### src/rtl/sih_pkg.sv
package sih_pkg;
    localparam int PORT_W      = 8;
    localparam int BIT_W       = $clog2(PORT_W);
    localparam int ADDR_W      = BIT_W + 4;
    localparam int FLAG_BIT    = PORT_W - 2;
    localparam int STROBE_BIT  = PORT_W - 1;

    localparam logic [ADDR_W-1:0] ADDR_DATA_BYTE = ADDR_W'(1) << (ADDR_W - 2);
    localparam logic [ADDR_W-1:0] ADDR_HS_BYTE   = ADDR_DATA_BYTE | ADDR_W'(1);
    localparam logic [ADDR_W-1:0] ADDR_MODE      = ADDR_DATA_BYTE | (ADDR_W'(1) << BIT_W);

    typedef struct packed {
        logic fall;
        logic rise;
    } stb_evt_t;

    typedef struct packed {
        logic       mode_wr;
        logic [1:0] mode_sel;
        logic       data_rd;
        logic       flag_set;
        logic       flag_clr;
        logic       ie_set;
        logic       ie_clr;
    } hs_cmd_t;

    function automatic logic is_bit_op(input logic [ADDR_W-1:0] a);
        return a[ADDR_W-1:ADDR_W-2] == 2'b00;
    endfunction

    function automatic logic sel_is_strobed_in(input logic [1:0] m);
        return m == 2'b01;
    endfunction
endpackage

### src/rtl/sih_stb_sync.sv
module sih_stb_sync #(
    parameter int STAGES = 2
) (
    input  logic               clk,
    input  logic               rst,
    input  logic               stb_n_async,
    output sih_pkg::stb_evt_t  evt
);
    logic [STAGES-1:0] chain;
    logic              last_q;

    genvar g;
    generate
        for (g = 0; g < STAGES; g++) begin : g_stage
            if (g == 0) begin : g_first
                always_ff @(posedge clk) begin
                    if (rst) chain[0] <= 1'b1;
                    else     chain[0] <= stb_n_async;
                end
            end else begin : g_next
                always_ff @(posedge clk) begin
                    if (rst) chain[g] <= 1'b1;
                    else     chain[g] <= chain[g-1];
                end
            end
        end
    endgenerate

    always_ff @(posedge clk) begin
        if (rst) last_q <= 1'b1;
        else     last_q <= chain[STAGES-1];
    end

    always_comb begin
        evt.fall = last_q & ~chain[STAGES-1];
        evt.rise = ~last_q & chain[STAGES-1];
    end
endmodule

### src/rtl/sih_cpu_decode.sv
module sih_cpu_decode
    import sih_pkg::*;
(
    input  logic              acc_valid,
    input  logic              acc_wr,
    input  logic [ADDR_W-1:0] acc_addr,
    input  logic [PORT_W-1:0] acc_wdata,
    input  logic [PORT_W-1:0] data_view,
    input  logic              flag_q,
    input  logic              irq_q,
    output hs_cmd_t           cmd,
    output logic [PORT_W-1:0] rd_data
);
    logic [BIT_W-1:0] bit_idx;
    logic             on_hs_port;
    logic             do_set;
    logic             bit_op;
    logic             sel_bit;
    logic             unused_wdata_bits;

    assign bit_idx    = acc_addr[BIT_W-1:0];
    assign on_hs_port = acc_addr[BIT_W];
    assign do_set     = acc_addr[BIT_W+1];
    assign bit_op     = is_bit_op(acc_addr);
    assign unused_wdata_bits = ^{acc_wdata[PORT_W-1], acc_wdata[PORT_W-4:0]};

    always_comb begin
        sel_bit = 1'b0;
        if (on_hs_port) begin
            if (bit_idx == BIT_W'(STROBE_BIT))    sel_bit = irq_q;
            else if (bit_idx == BIT_W'(FLAG_BIT)) sel_bit = flag_q;
        end else begin
            sel_bit = data_view[bit_idx];
        end
    end

    always_comb begin
        rd_data = '0;
        if (bit_op)                          rd_data[PORT_W-1] = sel_bit;
        else if (acc_addr == ADDR_DATA_BYTE) rd_data = data_view;
    end

    always_comb begin
        cmd = '0;
        if (acc_valid) begin
            if (acc_wr) begin
                if (bit_op && on_hs_port && bit_idx == BIT_W'(FLAG_BIT)) begin
                    cmd.flag_set = do_set;
                    cmd.flag_clr = ~do_set;
                end
                if (bit_op && on_hs_port && bit_idx == BIT_W'(STROBE_BIT)) begin
                    cmd.ie_set = do_set;
                    cmd.ie_clr = ~do_set;
                end
                if (acc_addr == ADDR_MODE) begin
                    cmd.mode_wr  = 1'b1;
                    cmd.mode_sel = acc_wdata[PORT_W-2:PORT_W-3];
                end
            end else if (acc_addr == ADDR_DATA_BYTE) begin
                cmd.data_rd = 1'b1;
            end
        end
    end
endmodule

### src/rtl/sih_flags.sv
module sih_flags
    import sih_pkg::*;
(
    input  logic     clk,
    input  logic     rst,
    input  hs_cmd_t  cmd,
    input  stb_evt_t evt,
    output logic     strobed_q,
    output logic     flag_q,
    output logic     irq_q,
    output logic     ie_q
);
    logic [1:0] mode_q;
    logic       flag_d;
    logic       irq_d;

    assign strobed_q = sel_is_strobed_in(mode_q);

    always_comb begin
        flag_d = flag_q;
        irq_d  = irq_q;
        if (cmd.mode_wr || !strobed_q) begin
            flag_d = 1'b0;
            irq_d  = 1'b0;
        end else begin
            if (cmd.data_rd)  begin flag_d = 1'b0; irq_d = 1'b0; end
            if (cmd.flag_set) flag_d = 1'b1;
            if (cmd.flag_clr) flag_d = 1'b0;
            if (evt.fall)     flag_d = 1'b1;
            if (evt.rise)     irq_d  = 1'b1;
        end
    end

    always_ff @(posedge clk) begin
        if (rst) begin
            mode_q <= 2'b00;
            flag_q <= 1'b0;
            irq_q  <= 1'b0;
            ie_q   <= 1'b0;
        end else begin
            if (cmd.mode_wr) mode_q <= cmd.mode_sel;
            if (cmd.ie_set)      ie_q <= 1'b1;
            else if (cmd.ie_clr) ie_q <= 1'b0;
            flag_q <= flag_d;
            irq_q  <= irq_d;
        end
    end

    assert_fall_sets_flag_R3: assert property (@(posedge clk) disable iff (rst)
        (strobed_q && evt.fall && !cmd.mode_wr) |=> flag_q);

    assert_rise_sets_irq_R4: assert property (@(posedge clk) disable iff (rst)
        (strobed_q && evt.rise && !cmd.mode_wr) |=> irq_q);

    assert_read_clears_irq_R6: assert property (@(posedge clk) disable iff (rst)
        (strobed_q && cmd.data_rd && !evt.rise && !cmd.mode_wr) |=> !irq_q);

    assert_mode_write_init_R2: assert property (@(posedge clk) disable iff (rst)
        cmd.mode_wr |=> (!flag_q && !irq_q));

    assert_enable_set_R5: assert property (@(posedge clk) disable iff (rst)
        cmd.ie_set |=> ie_q);

    assert_basic_quiet_R11: assert property (@(posedge clk) disable iff (rst)
        (!strobed_q && !cmd.mode_wr) |=> (!flag_q && !irq_q));
endmodule

### src/rtl/sih_capture.sv
module sih_capture #(
    parameter int W = 8
) (
    input  logic         clk,
    input  logic         rst,
    input  logic         enable,
    input  logic         rise,
    input  logic [W-1:0] pins,
    output logic [W-1:0] latch_q
);
    always_ff @(posedge clk) begin
        if (rst)                 latch_q <= '0;
        else if (enable && rise) latch_q <= pins;
    end

    assert_capture_value_R4: assert property (@(posedge clk) disable iff (rst)
        (enable && rise) |=> (latch_q == $past(pins)));

    assert_latch_hold_R7: assert property (@(posedge clk) disable iff (rst)
        !(enable && rise) |=> $stable(latch_q));
endmodule

### src/rtl/strobe_in_handshake.sv
module strobe_in_handshake
    import sih_pkg::*;
#(
    parameter int SYNC_STAGES = 2
) (
    input  logic              clk,
    input  logic              rst,
    input  logic              stb_n_i,
    input  logic [PORT_W-1:0] porta_pins_i,
    input  logic              acc_valid_i,
    input  logic              acc_wr_i,
    input  logic [ADDR_W-1:0] acc_addr_i,
    input  logic [PORT_W-1:0] acc_wdata_i,
    output logic [PORT_W-1:0] rd_data_o,
    output logic              ibf_o,
    output logic              intr_o
);
    stb_evt_t          evt;
    hs_cmd_t           cmd;
    logic              strobed_q;
    logic              flag_q;
    logic              irq_q;
    logic              ie_q;
    logic [PORT_W-1:0] latch_q;
    logic [PORT_W-1:0] data_view;

    sih_stb_sync #(.STAGES(SYNC_STAGES)) u_sync (
        .clk         (clk),
        .rst         (rst),
        .stb_n_async (stb_n_i),
        .evt         (evt)
    );

    sih_capture #(.W(PORT_W)) u_cap (
        .clk     (clk),
        .rst     (rst),
        .enable  (strobed_q),
        .rise    (evt.rise),
        .pins    (porta_pins_i),
        .latch_q (latch_q)
    );

    assign data_view = strobed_q ? latch_q : porta_pins_i;

    sih_cpu_decode u_dec (
        .acc_valid (acc_valid_i),
        .acc_wr    (acc_wr_i),
        .acc_addr  (acc_addr_i),
        .acc_wdata (acc_wdata_i),
        .data_view (data_view),
        .flag_q    (flag_q),
        .irq_q     (irq_q),
        .cmd       (cmd),
        .rd_data   (rd_data_o)
    );

    sih_flags u_flags (
        .clk       (clk),
        .rst       (rst),
        .cmd       (cmd),
        .evt       (evt),
        .strobed_q (strobed_q),
        .flag_q    (flag_q),
        .irq_q     (irq_q),
        .ie_q      (ie_q)
    );

    assign ibf_o  = flag_q;
    assign intr_o = irq_q & ie_q;

    assert_intr_needs_irq_R5: assert property (@(posedge clk) disable iff (rst)
        intr_o |-> $past(irq_q || evt.rise));
endmodule

### config.mk
export PLATFORM = sky130hd
export DESIGN_NAME = strobe_in_handshake
export DESIGN_NICKNAME = d
export VERILOG_FILES = /design/src/rtl/sih_pkg.sv /design/src/rtl/sih_stb_sync.sv /design/src/rtl/sih_cpu_decode.sv /design/src/rtl/sih_flags.sv /design/src/rtl/sih_capture.sv /design/src/rtl/strobe_in_handshake.sv
export SDC_FILE = /design/constraint.sdc
export NUM_CORES = 1
export LEC_CHECK = 0
export ABC_CLOCK_PERIOD_IN_PS = 2500
export CAP_MARGIN = 5
export CORE_MARGIN = 4
export CORE_UTILIZATION = 42
export CTS_CLUSTER_DIAMETER = 100
export DETAILED_ROUTE_END_ITERATION = 7
export PLACE_DENSITY = 0.86
export REMOVE_ABC_BUFFERS = 1
export SYNTH_ARGS = -nofsm -noshare
export SYNTH_HDL_FRONTEND = slang
export SYNTH_SLANG_ARGS = --single-unit
### constraint.sdc
create_clock -name clk -period 2.5 [get_ports clk]
set_clock_uncertainty 0.1 [all_clocks]
set_input_delay 0.375 -clock clk [delete_from_list [all_inputs] [get_ports clk]]
set_output_delay 0.375 -clock clk [all_outputs]
set_load 0.005 [all_outputs]
==> summary.txt, run 1 <==
Final Cycle Share = 99.3%
core area = 2040 um2
Leakage = 0.000637 uW
outcome = complete, no violations
initial antenna violation count = 0
Vias = 982
Achievable Freq = 403 MHz
cells along the critical path = dlygate4sd2_1 > buf_4 > nor4_4 > nand3_4 > a21oi_1 > clkdlybuf4s50_1
CTS root buf = clkbuf_4
wire per inst = 15.6 um
worst slack, placed = -0.402 ns
Slew HR = 62.9%
vias in the first global route = 966
ratio of cells with drive above 1 in the final layout = 30.8%
hpwl dp = 2.03 mm
drt first pass iters = 4
HP Class = flip-flop to flip-flop
DRC Markers = 0
Final WS setup = 0.0169 ns
Worst path max stage delay = 0.52 ns
Worst VDD drop = 0.000405 V
post-synthesis cell area = 942 um2
EDFF count, synth = 0
register clock-pin slew on the reported worst setup and hold paths = 0.10 ns
Yosys reg bits = 16
# setup viols final = 0
Synth Warn # = 0
WS Path Type = primary input to output pin
Final Wtd Congestion = 0.924
Yosys cell types = 30
Final Hold Vio Count = 0
Skew-Pair Late Insertion Delay = 0.30 ns
row cnt = 16
DRT Wirelength = 2.90 mm
critical path's slowest cell = clkdlybuf4s50_1
Die X = 55.4 um
Detail Route Antenna Nets = 0
pwr dens = 358 nW/um2
Vias/cell = 5.28
fin crit period = 2.48 ns
largest net degree at the start of global routing = 10
grt ovf = 0
Max Cap Viol = 0
Synth Instances = 104
iteration-0 DRC count of the detailed router = 21
CTS Sinks = 16
Primary FF master, synth = dfxtp_1
TritonCTS clock tree = done
Top Ports = 38
ys async rst share = 0%
Critical Path RT = 2.03 ns
DIE AREA = 3060 um2
CP startpoint kind = primary input
slew of the pin with the lowest slew margin = 0.557 ns
Avg Synthesized Cell Area = 9.06 um2
cts hold-fix bufs = 0
Die Y = 55.4 um
TritonCTS buffer count = 3
Slew Limit Fails = 0
crit path max fanout = 5
Setup TNS Final = 0 ns
first-pass GRT wire length = 4.41 mm
CP Data Arrival Time = 2.01 ns
CTS Buffer Depth = 2
Hold WS = 0.318 ns
RSZ-0062 raised after global routing = yes
Area growth syn-to-layout = 60.2%
Crit. End Element = output pin
port bufs = 31
H-tree levels = 1
overall routing resource usage = 18.2%
post-synthesis sequential area ratio = 34.0%
Nets = 188
ANT cells = 0
Starting Density = 46.1%
==> power breakdown <==
part | total [uW] | switching (uW) | leakage, uW | internal [uW]
Combinational | 104 | 43.2 | 0.000486 | 60.8
Clock | 179 | 90.3 | 0.0000210 | 88.9
Sequential | 257 | 0.665 | 0.000130 | 257
==> critical path, delay by kind of cell <==
kind / cells / cell delay [ns]
buffers and inverters: 3 / 0.96
AND/OR/NAND/NOR: 2 / 0.52
AO/OA/AOI/OAI: 1 / 0.15
==> metrics by stage <==
stage          cell area, um2  utilization [%]  power [uW]  std cells
2_1_floorplan             916                -         289        101
3_3_place_gp             1380             67.6         358        175
3_5_place_dp             1380             67.6         360        175
4_1_cts                  1450             71.2         537        182
5_1_grt                  1510             73.9         561        186
6_report                 1510             73.9         540        186
==> Yosys cell counts, types with 2 or more instances <==
cell,count,area (um2)
buf_6,2,22.5
or2_2,3,18.8
a21oi_1,5,25.0
nor2_1,17,63.8
o22ai_1,2,12.5
dfxtp_1,16,320
nand2_1,13,48.8
nand2b_1,4,25.0
nor3_1,3,15.0
mux2i_1,19,190
==> metal layers <==
layer  share of wire, %  routed length, um  vias to the layer above  GRT usage, %
li1                   -                  -                      481             -
met1                 42               1230                      463          21.2
met2                 50               1440                       32          30.7
met3                6.2                179                        6          7.23
met4                1.6                 46                        0          4.51
met5                  0                  0                        -             0
==> final cells by class <==
cell class                      instances  area, um2
Inverter                                1       3.75
Fill cell                             165        533
Sequential cell                        16        322
Timing Repair Buffer                   53        478
Multi-Input combinational cell         85        636
Tap cell                               27       33.8
Clock buffer                            4       36.3
==> final timing paths <==
| path | depth (start not counted) | to | slack, ns | startpoint |
|---|---|---|---|---|
| setup / recovery | 6 | rd_data_o[1] | 0.02 | acc_addr_i[1] |
| setup reg to reg | 6 | u_cap.latch_q[6] | 0.68 | u_flags.mode_q[0] |
| hold reg to reg | 1 | u_sync.chain[1] | 0.32 | u_sync.chain[0] |
| hold / removal | 1 | u_sync.chain[1] | 0.32 | u_sync.chain[0] |
==> cell usage in the layout (no fill, tap or decap), types with 2 or more instances in the layout <==
cell,instances
a21oi_2,2
o22ai_1,2
dlymetal6s2s_1,4
nand2_1,13
nor2_1,14
clkdlybuf4s50_1,22
buf_4,22
or2_2,3
mux2i_2,3
dlygate4sd2_1,3
nor2_2,4
dfxtp_1,15
clkbuf_4,3
mux2i_1,16
nand2b_1,4
nor3_1,3
a21oi_1,3
==> registers in the layout, summed over array words and instances (netlist names) <==
register	cells
u_flags.ie_q	1
u_sync.chain	2
u_flags.irq_q	1
u_sync.last_q	1
u_flags.mode_q	2
u_cap.latch_q	8
u_flags.flag_q	1
==> cells by family after synthesis <==
group	synth area share (%)
AND/OR/NAND/NOR	31.3
multiplexers	22.6
flip-flops	34.0
AO/OA/AOI/OAI	8.90
buffers and inverters	3.19
==> timing repair <==
action,4_1_cts,5_1_grt
setup buffers,2,4
gates cloned,1,0
pin swaps,3,6
setup endpoints to repair,8,8
gates resized for setup,12,11
No activity file was read; power rests on OpenSTA's default activity.
==> run 2: changes to the inputs <==
--- a/config.mk
+++ b/config.mk
@@ -12,7 +12,6 @@
 export CTS_CLUSTER_DIAMETER = 100
 export DETAILED_ROUTE_END_ITERATION = 7
 export PLACE_DENSITY = 0.86
-export REMOVE_ABC_BUFFERS = 1
 export SYNTH_ARGS = -nofsm -noshare
 export SYNTH_HDL_FRONTEND = slang
 export SYNTH_SLANG_ARGS = --single-unit
==> run 2 against run 1 <==
Net effect: non-clock buffer count fell by 5; worst setup slack improved by 0.064 ns; utilization fell by 2.7 points; clock power is 25% lower; maximum frequency is 2.6% higher; via count decreased by 4.4%; power shrank 8.8%; flip-flop and latch count is the same; final cell count shrank 3.2%; largest power group unchanged; highest routed layer unchanged.
==> summary.txt, run 2 (synthesis gave the netlist of run 1 again) <==
largest net degree at the start of global routing = 9
slew of the pin with the lowest slew margin = 0.590 ns
grt peak-use layer = met2
most frequent cells in the layout = clkdlybuf4s50_1, mux2i_1, buf_4, nor2_1, dfxtp_1
drt first pass iters = 4
Die Y = 55.4 um
fin crit period = 2.42 ns
Starting Density = 46.1%
Post-Syn Nets = 132
Vias/cell = 5.22
initial antenna violation count = 0
iteration-0 DRC count of the detailed router = 12
Nets = 183
Largest Register = u_cap.latch_q
grt met1 use = 20.0%
vias in the first global route = 1035
first-pass GRT wire length = 4.48 mm
CP Data Arrival Time = 1.94 ns
TritonCTS buffer count = 3
Top Ports = 38
Final Hold Vio Count = 0
grt met3 use = 3.73%
Critical Path RT = 2.03 ns
Setup TNS Final = 0 ns
Layout Utilization = 71.2%
CTS root buf = clkbuf_4
CTS Buffer Depth = 2
Final Wtd Congestion = 0.878
most common cell after layout, fill and taps aside = clkdlybuf4s50_1
ratio of cells with drive above 1 in the final layout = 27.5%
DRC Markers = 0
H-tree levels = 1
Detail Route Antenna Nets = 0
outcome = complete, no violations
Slew Limit Fails = 0
Worst VDD drop = 0.000258 V
Skew-Pair Late Insertion Delay = 0.28 ns
max FFs per register = 8
Slew HR = 60.6%
core area = 2040 um2
Final WS setup = 0.0809 ns
RSZ-0062 raised after global routing = no
Leakage = 0.000555 uW
GR Util met2 = 32.1%
critical path's slowest cell = clkdlybuf4s50_1
row cnt = 16
Crit. End Element = output pin
total power = 493 uW
Area growth syn-to-layout = 54.3%
overall routing resource usage = 17.6%
crit path max fanout = 5
DIE AREA = 3060 um2
hpwl dp = 2.01 mm
TritonCTS clock tree = done
Max Cap Viol = 0
port bufs = 31
cells along the critical path = clkdlybuf4s50_1 > buf_4 > nor2_4 > nand3_4 > a21oi_1 > clkdlybuf4s50_1
Die X = 55.4 um
Achievable Freq = 413 MHz
Vias = 939
ANT cells = 0
HP Class = flip-flop to flip-flop
Hold WS = 0.318 ns
# setup viols final = 0
register clock-pin slew on the reported worst setup and hold paths = 0.10 ns
DRT Wirelength = 2.60 mm
Final Cycle Share = 96.8%
CTS Sinks = 16
crit-path most repeated cell = clkdlybuf4s50_1
WS Path Type = primary input to output pin
pwr dens = 339 nW/um2
grt ovf = 0
worst slack, placed = -0.384 ns
Worst path max stage delay = 0.52 ns
CP startpoint kind = primary input
largest registers = u_cap.latch_q (8), u_flags.mode_q (2), u_sync.chain (2)
wire per inst = 14.5 um
## run 2: cell types whose count changed in the layout (fill, tap and decap cells not counted), moves of 2 or more
cell | before | now
buf_4 | 22 | 16
dlygate4sd2_1 | 3 | 5
dlymetal6s2s_1 | 4 | 1
nor2_2 | 4 | 2
## run 2: per-stage QoR
stage	cell area [um2]	cells
4_1_cts	1430	179
6_report	1450	180
3_3_place_gp	1370	174
3_5_place_dp	1370	174
5_1_grt	1450	180
2_1_floorplan	942	104
## run 2: area by class of cell
class                           count  area [um2]
Timing Repair Buffer               48         434
Multi-Input combinational cell     85         638
Clock buffer                        3        22.5
Fill cell                         160         588
Tap cell                           27        33.8
Inverter                            1        3.75
Sequential cell                    16         322
## run 2: what timing repair did
action,CTS,global route
endpoints found under the setup margin,8,7
hold buffers,0,0
gates resized for setup,19,5
pin swaps,3,3
cloned,1,0
buffers inserted,1,1
## run 2: worst paths after layout
check	from	end	slack, ns	depth (start not counted)
hold reg to reg	u_sync.chain[0]	u_sync.chain[1]	0.32	1
hold / removal	u_sync.chain[0]	u_sync.chain[1]	0.32	1
setup reg to reg	u_flags.mode_q[0]	u_cap.latch_q[7]	0.69	6
setup / recovery	acc_addr_i[3]	rd_data_o[1]	0.08	6
## run 2: per-layer routing
metal / share of wire [%] / up-vias / wire, um
met5: 0 / - / 0
met4: 1.3 / 0 / 34
met2: 53 / 21 / 1370
met3: 4.0 / 4 / 105
li1: - / 468 / -
met1: 42 / 446 / 1090
## run 2: report_power, final
part	leakage, uW	internal [uW]	switching [uW]
Sequential	0.000130	257	0.771
Combinational	0.000411	58.7	41.7
Clock	0.0000138	55.8	79.1
## run 2: worst max-delay path, delay by kind of cell
family                 cells  cell delay, ns
buffers and inverters      3            1.14
AND/OR/NAND/NOR            2            0.27
AO/OA/AOI/OAI              1            0.15
